**config.mk**
```make
export PLATFORM = sky130hd
export DESIGN_NAME = clk_synth_loader
export DESIGN_NICKNAME = d
export VERILOG_FILES = /design/src/rtl/clk_synth_pkg.sv /design/src/rtl/clk_synth_ctrl.sv /design/src/rtl/clk_synth_dpath.sv /design/src/rtl/clk_synth_loader.sv
export SDC_FILE = /design/constraint.sdc
export NUM_CORES = 1
export LEC_CHECK = 0
export ABC_AREA = 0
export CAP_MARGIN = 20
export CORE_ASPECT_RATIO = 0.6
export CORE_MARGIN = 8
export CORE_UTILIZATION = 50
export DETAILED_ROUTE_END_ITERATION = 16
export PLACE_DENSITY = 0.71
export SYNTH_ARGS = -nofsm -noshare
export SYNTH_HDL_FRONTEND = slang
export SYNTH_SLANG_ARGS = --single-unit
```
**constraint.sdc**
```tcl
create_clock -name clk -period 3.45 [get_ports clk]
set_input_delay 0.69 -clock clk [delete_from_list [all_inputs] [get_ports clk]]
set_output_delay 0.69 -clock clk [all_outputs]
set_load 0.01 [all_outputs]
```
**src/rtl/clk_synth_pkg.sv**
```systemverilog
package clk_synth_pkg;

  typedef struct packed {
    logic shiftEn;
    logic commit;
  } ldCtl_t;

  typedef enum logic [1:0] {
    ST_HUNT  = 2'd0,
    ST_PRE   = 2'd1,
    ST_FRAME = 2'd2
  } ldState_t;

endpackage

```
**src/rtl/clk_synth_ctrl.sv**
```systemverilog
module clk_synth_ctrl
  import clk_synth_pkg::*;
#(
  parameter int FRAME_LEN = 44,
  parameter int PRE_LEN   = 12
) (
  input  logic   clk,
  input  logic   rstN,
  input  logic   wrEn,
  input  logic   bitIn,
  input  logic   loadFlag,
  output ldCtl_t ctl,
  output logic   badLoad
);

  localparam int CNT_W = $clog2(FRAME_LEN + 1);
  localparam int PRE_W = $clog2(PRE_LEN);
  localparam logic [CNT_W-1:0] LAST_BIT = CNT_W'(FRAME_LEN - 1);
  localparam logic [CNT_W-1:0] CNT_SAT  = CNT_W'(FRAME_LEN);
  localparam logic [PRE_W-1:0] PRE_LAST = PRE_W'(PRE_LEN - 2);

  ldState_t          state, stateNxt;
  logic [CNT_W-1:0]  bitCnt, bitCntNxt;
  logic [PRE_W-1:0]  preCnt, preCntNxt;
  logic              badNxt;

  always_comb begin
    stateNxt  = state;
    bitCntNxt = bitCnt;
    preCntNxt = preCnt;
    badNxt    = 1'b0;
    ctl       = '0;
    if (wrEn) begin
      unique case (state)
        ST_HUNT: begin
          if (loadFlag) begin
            badNxt = 1'b1;
          end else if (bitIn) begin
            stateNxt  = ST_PRE;
            preCntNxt = '0;
          end
        end
        ST_PRE: begin
          if (loadFlag) begin
            badNxt   = 1'b1;
            stateNxt = ST_HUNT;
          end else if (bitIn) begin
            preCntNxt = '0;
          end else if (preCnt == PRE_LAST) begin
            stateNxt  = ST_FRAME;
            bitCntNxt = '0;
          end else begin
            preCntNxt = preCnt + 1'b1;
          end
        end
        ST_FRAME: begin
          ctl.shiftEn = 1'b1;
          if (loadFlag) begin
            stateNxt = ST_HUNT;
            if (bitCnt == LAST_BIT) ctl.commit = 1'b1;
            else                    badNxt     = 1'b1;
          end else if (bitCnt != CNT_SAT) begin
            bitCntNxt = bitCnt + 1'b1;
          end
        end
        default: stateNxt = ST_HUNT;
      endcase
    end
  end

  always_ff @(posedge clk or negedge rstN) begin
    if (!rstN) begin
      state   <= ST_HUNT;
      bitCnt  <= '0;
      preCnt  <= '0;
      badLoad <= 1'b0;
    end else begin
      state   <= stateNxt;
      bitCnt  <= bitCntNxt;
      preCnt  <= preCntNxt;
      badLoad <= badNxt;
    end
  end

  AST_FLAG_ENDS_FRAME: assert property (@(posedge clk) disable iff (!rstN)
    (wrEn && loadFlag) |=> (state == ST_HUNT));

  AST_FRAME_START_ZERO: assert property (@(posedge clk) disable iff (!rstN)
    $rose(state == ST_FRAME) |-> (bitCnt == '0));

  AST_CNT_BOUND: assert property (@(posedge clk) disable iff (!rstN)
    bitCnt <= CNT_SAT);

endmodule

```
**src/rtl/clk_synth_dpath.sv**
```systemverilog
module clk_synth_dpath
  import clk_synth_pkg::*;
#(
  parameter int POST_W  = 2,
  parameter int FILL_W  = 10,
  parameter int RANGE_W = 2,
  parameter int CTRL_W  = 6,
  parameter int DIV_W   = 8,
  parameter int M_MAX   = 63
) (
  input  logic               clk,
  input  logic               rstN,
  input  ldCtl_t             ctl,
  input  logic               bitIn,
  output logic [POST_W-1:0]  postSel,
  output logic [RANGE_W-1:0] rangeCode,
  output logic [DIV_W-1:0]   mDiv,
  output logic [DIV_W-1:0]   aDiv,
  output logic [DIV_W-1:0]   rDiv,
  output logic               updPulse,
  output logic               mErr
);

  localparam int FRAME_LEN = POST_W + FILL_W + RANGE_W + CTRL_W + 3 * DIV_W;
  localparam int SH_W      = FRAME_LEN - 1;
  localparam int RANGE_LO  = POST_W + FILL_W;
  localparam int M_LO      = RANGE_LO + RANGE_W + CTRL_W;
  localparam int A_LO      = M_LO + DIV_W;
  localparam int R_LO      = A_LO + DIV_W;
  localparam logic [DIV_W-1:0] M_LIMIT = DIV_W'(M_MAX);

  logic [SH_W-1:0]  shadow;
  logic [DIV_W-1:0] mNew;

  assign mNew = shadow[M_LO +: DIV_W];

  always_ff @(posedge clk or negedge rstN) begin
    if (!rstN) shadow <= '0;
    else if (ctl.shiftEn) shadow <= {bitIn, shadow[SH_W-1:1]};
  end

  always_ff @(posedge clk or negedge rstN) begin
    if (!rstN) begin
      postSel   <= '0;
      rangeCode <= '0;
      mDiv      <= '0;
      aDiv      <= '0;
      rDiv      <= '0;
      mErr      <= 1'b0;
      updPulse  <= 1'b0;
    end else begin
      updPulse <= ctl.commit;
      if (ctl.commit) begin
        postSel   <= shadow[0 +: POST_W];
        rangeCode <= shadow[RANGE_LO +: RANGE_W];
        mDiv      <= mNew;
        aDiv      <= shadow[A_LO +: DIV_W];
        rDiv      <= {bitIn, shadow[R_LO +: DIV_W-1]};
        mErr      <= (mNew > M_LIMIT);
      end
    end
  end

  AST_HOLD_UNLESS_UPD: assert property (@(posedge clk) disable iff (!rstN)
    !updPulse |-> ($stable(mDiv) && $stable(aDiv) && $stable(rDiv)
                   && $stable(postSel) && $stable(rangeCode)));

  AST_UPD_SINGLE: assert property (@(posedge clk) disable iff (!rstN)
    updPulse |=> !updPulse);

  AST_MERR_MATCH: assert property (@(posedge clk) disable iff (!rstN)
    updPulse |-> (mErr == (mDiv > M_LIMIT)));

endmodule

```
**src/rtl/clk_synth_loader.sv**
```systemverilog
module clk_synth_loader
  import clk_synth_pkg::*;
#(
  parameter int POST_W  = 2,
  parameter int FILL_W  = 10,
  parameter int RANGE_W = 2,
  parameter int CTRL_W  = 6,
  parameter int DIV_W   = 8,
  parameter int PRE_LEN = 12,
  parameter int M_MAX   = 63
) (
  input  logic               clk,
  input  logic               rstN,
  input  logic               wrEn,
  input  logic [1:0]         wrData,
  output logic [POST_W-1:0]  postSel,
  output logic [RANGE_W-1:0] rangeCode,
  output logic [DIV_W-1:0]   mDiv,
  output logic [DIV_W-1:0]   aDiv,
  output logic [DIV_W-1:0]   rDiv,
  output logic               updPulse,
  output logic               badLoad,
  output logic               mErr
);

  localparam int FRAME_LEN = POST_W + FILL_W + RANGE_W + CTRL_W + 3 * DIV_W;

  ldCtl_t ctl;

  clk_synth_ctrl #(
    .FRAME_LEN(FRAME_LEN),
    .PRE_LEN  (PRE_LEN)
  ) uCtrl (
    .clk     (clk),
    .rstN    (rstN),
    .wrEn    (wrEn),
    .bitIn   (wrData[0]),
    .loadFlag(wrData[1]),
    .ctl     (ctl),
    .badLoad (badLoad)
  );

  clk_synth_dpath #(
    .POST_W (POST_W),
    .FILL_W (FILL_W),
    .RANGE_W(RANGE_W),
    .CTRL_W (CTRL_W),
    .DIV_W  (DIV_W),
    .M_MAX  (M_MAX)
  ) uDpath (
    .clk      (clk),
    .rstN     (rstN),
    .ctl      (ctl),
    .bitIn    (wrData[0]),
    .postSel  (postSel),
    .rangeCode(rangeCode),
    .mDiv     (mDiv),
    .aDiv     (aDiv),
    .rDiv     (rDiv),
    .updPulse (updPulse),
    .mErr     (mErr)
  );

  AST_NO_DUAL_PULSE: assert property (@(posedge clk) disable iff (!rstN)
    !(updPulse && badLoad));

endmodule

```
; Word level (Yosys, flattened, before mapping)
; Index checks and enable logic that the tools add are counted.
[word_totals]
word_cells = 66
input_bits = 5
register_bits = 86
out_inout_bits = 31
[op_classes]
magnitude_cmp = 1
add_sub_neg = 2
muxes = 28
eq_ne = 16
reduce_logical = 7
[ops]
columns = op, n
row1 = $mux 6, 5
row2 = $mux 4, 5
row3 = $mux 2, 8
row4 = $ne 2x2->1 const B, 6
row5 = $pmux 6 s2, 1
row6 = $reduce_and 6->1, 2
row7 = $gt 8x6->1 const B, 1
row8 = $pmux 4 s2, 1
row9 = $reduce_and 7->1, 1
row10 = $add 6x1->6 const B, 1
row11 = $eq 6x6->1 const B, 1
row12 = $mux 1, 6
row13 = $ne 3x3->1 const B, 2
row14 = $ne 6x6->1 const B, 1
row15 = $pmux 2 s3, 1
row16 = $add 4x1->4 const B, 1
row17 = $eq 4x4->1 const B, 1
row18 = $ne 2x1->1 const B, 2
row19 = $reduce_bool 2->1, 2
row20 = $ne 3x2->1 const B, 1
row21 = $eq 2x1->1 const B, 1
row22 = $eq 2x2->1 const B, 1
row23 = $logic_not 2->1, 1
row24 = $pmux 1 s2, 1
row25 = $reduce_or 2->1, 1

; Logic depth before layout (Yosys ltp)
[depth]
depth_word = 5
ltp_mapped = 6
mapped_depth_nobuf = 6

; Modules after synthesis
; From an unflattened synthesis, not the netlist that was laid out.
[unflattened]
hier_cells = 239
area_unflattened_um2 = 3748.6
[by_module_without_submodules]
columns = module, area_per_inst_um2, instances, cells_per_inst
row1 = clk_synth_dpath, 2902.8, 1, 155
row2 = clk_synth_ctrl, 845.8, 1, 84

; Worst setup path before layout
; OpenSTA, ideal clock, no wires.
[synth_path]
kind = input -> register
start = in wrData[0]
end = reg uCtrl.bitCnt[3]
slack_ns = 1.771
n_path_buf = 0
arrival_ns = 1.558
path_stages = 4
setup_ns = 0.121
cell_sequence = or3b_1 o21ai_2 o211ai_1 a22o_1
[synth_between]
elab_chain_len = 2
[synth_lines]
columns = item, line
row1 = start: declaration, clk_synth_loader.sv:15  ; input logic [1:0] wrData,
row2 = $ne 2x2->1 (no line), --
row3 = $reduce_and 7->1 (no line), --
row4 = end signal: assignment, clk_synth_ctrl.sv:79  ; bitCnt <= bitCntNxt;
row5 = end: declaration, clk_synth_ctrl.sv:23  ; logic [CNT_W-1:0] bitCnt, bitCntNxt;
; No other way between the ends.
; A chain may end at the register's enable or synchronous reset.

; Worst setup path after layout
[layout_path]
start = in wrEn
end = reg uDpath.postSel[1]
[layout_between]
elab_chain_len = 1
[layout_lines]
columns = item, line
row1 = start: declaration, clk_synth_loader.sv:14  ; input logic wrEn,
row2 = $mux 2, clk_synth_ctrl.sv:33  ; if (wrEn) begin
row3 = end signal: assignment, clk_synth_dpath.sv:54  ; postSel <= shadow[0 +: POST_W];
row4 = end: declaration, clk_synth_dpath.sv:15  ; output logic [POST_W-1:0] postSel,
; No other way between the ends.

==> results.toml <==
[grt]
grt_pass1_vias = 1995
antenna_found_initial = 0
grt_usage = 0.130
grt_pass1_wl_mm = 10.5
gr-total-overflow = 0
grt_max_degree = 66

[synthesis]
synth-async-reset-ratio = 1.00
synth_top_area_cell = "dfrtp_1"
synth_compound_area_frac = 0.0473
synthSimpleGateAreaFrac = 0.0525
synth-edff-count = 0
ys.flop_type = "dfrtp_1"
synth_fa_ha_area_frac = 0.0138
synth_most_common_cell = "dfrtp_1"
synth.top_cells.by_count = "86 x dfrtp_1, 46 x mux2_2, 27 x mux2_4"
synth.net_count = 250
ys_seq_area_frac = 0.594
syn_inst = 241
ys_top_cells_by_area = "dfrtp_1 59%, mux2_2 14%, mux2_4 11%, ha_1 1.4%, buf_6 1.2%"
yosysUniqueCellTypes = 38
synthMuxAreaShare = 0.260
ys_warn_count = 0
synth-xor-area-share = 0.00484
synth.avg_cell_area_sq_um = 15.0
synth-seq-cells = 86
synth_top_family_by_area = "multiplexers"
yosysTopAreaCellShare = 0.594
syn-cell-area_sq_mm = 0.00362

[status]
run_status = "completed"

[sta]
fin_tns_setup_ns = 0
rsz0062_at_grt = "no"
worstMarginPinSlew_ns = 0.798
fin_crit_sh = 0.631
drv_slew = 0
clock_skew_ns = 0.00611
hold_viol_final = 0
setup_violations = 0
period_needed_ns = 2.18
slew_headroom = 0.468
max_freq_ghz = 0.459

[clock_network]
holdBufCountCts = 0
post_cts_resized = 0
clockBufferDepth = 2
cts_buffers = 9
clock-sinks = 86
root_buffer = "clkbuf_16"
cts_setup_buffers = 0
insertion_delay_ns = 0.33
cts_tree = "yes"
clkTransAtPathRegs_ns = 0.06
cts_max_level = 3

[critical_path]
end_kind = "flop"
worstSetupPathType = "in -> reg"
arrival_ns = 2.39
path_max_fanout = 31
critPathLaunchType = "input port"
worstPathRequired_ns = 3.66

[placement]
hpwl_mm = 4.15
dpl_cell_area_sq_mm = 0.00405
io_buffers = 35
place.gp.congestion = 0.844

[hold_path]
hp-class = "in -> async"

[floorplanning]
start_util = 0.507
boundaryPins = 36
die_area_sq_mm = 0.0103
core_area_sq_mm = 0.00715
die-width_microns = 126
fp-row-count = 24
dieHeight_microns = 81.9

[detailed_routing]
firstDrtPassIters = 4
vias = 1994
vias_per_cell = 5.28
drc_errors = 0
wl_mm = 6.10
routed_wire_length_per_instance_microns = 16.1
first_iter_violations = 170
postRouteAntennaNets = 0

[power]
p_comb_frac = 0.046
swShare = 0.220
peakVddDrop_uv = 266
leakagePower_uw = 0.00219
p_sw_uw = 447
intPower_uw = 1590
seq_power_share = 0.511
pwr-share-clk = 0.443
power_density_mw_per_mm2 = 469

[cells_and_area]
fin_area_sq_mm = 0.00434
syn2layout_area_growth_pct = 19.7
layout.nets = 291
drive_gt1_frac = 0.341
antenna_cells = 0

[job]
max-cap-violations = 0
-- power groups by stage --
stage	clock (uW)	combinational (uW)	sequential [uW]
final	901	93.5	1040
after CTS	931	94.3	1040
after detailed placement	0	93.7	1060
after global placement	0	91.7	1060
after global routing	971	104	1040
after floorplan	0	55.5	1050
-- per-layer routing --
| layer | up-vias | GRT usage | wire, microns |
|---|---|---|---|
| met5 | - | 0 | 0 |
| met1 | 990 | 0.183 | 3190 |
| met2 | 50 | 0.178 | 2500 |
| li1 | 949 | - | - |
| met4 | 0 | 0.0429 | 50 |
| met3 | 5 | 0.0512 | 365 |
-- cells in the final DEF, fill, tap and decap left out, types with 2 or more instances in the layout --
master and count:
dfrtp_1 86, mux2_2 46, clkdlybuf4s50_1 34, mux2_4 27, clkbuf_16 9, nand2_1 8
inv_1 6, nor2_1 6, buf_4 6, a21oi_1 5, o21ai_0 4, a22o_1 4
ha_1 4, nor2b_1 3, and2_1 3, nand2b_1 2, mux2i_1 2, nor3_1 2
nand3_1 2, clkbuf_8 2
-- worst max-delay path, stage by stage --
cell             delay, ns
clkdlybuf4s50_1       0.51
and4b_1               0.25
nand4_2               0.08
buf_4                 0.46
mux2_2                0.39
-- kinds of logic (layout without fill, tap and decap cells) --
group,Yosys count,after routing
flops,86,86
xor+xnor,2,2
compound gates,24,24
fa+ha+maj,4,4
simple gates,34,34
mux,75,75
buf+inv,16,62
-- area by class of cell --
| cell class | instances | area [sq um] |
|---|---|---|
| Inverter | 6 | 22.5 |
| Tap cell | 91 | 114 |
| Sequential cell | 86 | 2150 |
| Clock inverter | 4 | 30.0 |
| Timing Repair Buffer | 40 | 385 |
| Multi-Input combinational cell | 139 | 1380 |
| Fill cell | 578 | 2810 |
| Clock buffer | 12 | 256 |
-- per-stage QoR --
| step | total power [uW] | instances | util | setup WS [ns] | hold WS (ns) |
|---|---|---|---|---|---|
| 3_5_place_dp | 1150 | 362 | 0.567 | 0.917 | 0.485 |
| 4_1_cts | 2060 | 378 | 0.607 | 1.27 | 0.475 |
| 3_3_place_gp | 1150 | 362 | 0.567 | 0.956 | 0.474 |
| 2_1_floorplan | 1110 | 241 | - | 1.77 | 0.394 |
| 5_1_grt | 2120 | 378 | 0.607 | 1.20 | 0.512 |
| 6_report | 2030 | 378 | 0.607 | 1.27 | 0.444 |
-- registers in the layout (all words and copies together), names as in the netlist --
signal and cells:
uDpath.rDiv 8, uDpath.rangeCode 2, uCtrl.state 2, uDpath.aDiv 8, uDpath.updPulse 1, uDpath.mDiv 8, uDpath.postSel 2, uDpath.shadow 43
uCtrl.preCnt 4, uCtrl.bitCnt 6, uCtrl.badLoad 1, uDpath.mErr 1
-- final timing paths --
check,endpoint,depth (start not counted),slack [ns],start
max,uDpath.postSel[1],5,1.27,wrEn
min,uCtrl.bitCnt[1],1,0.44,rstN
max reg2reg,uDpath.shadow[22],4,1.51,uCtrl.state[0]
min reg2reg,uDpath.mErr,2,0.49,uDpath.mErr
max in group asynchronous,uDpath.updPulse,2,2.32,rstN
min in group clk,uDpath.mErr,2,0.49,uDpath.mErr
Note: power is estimated with default switching activity, not from simulation.
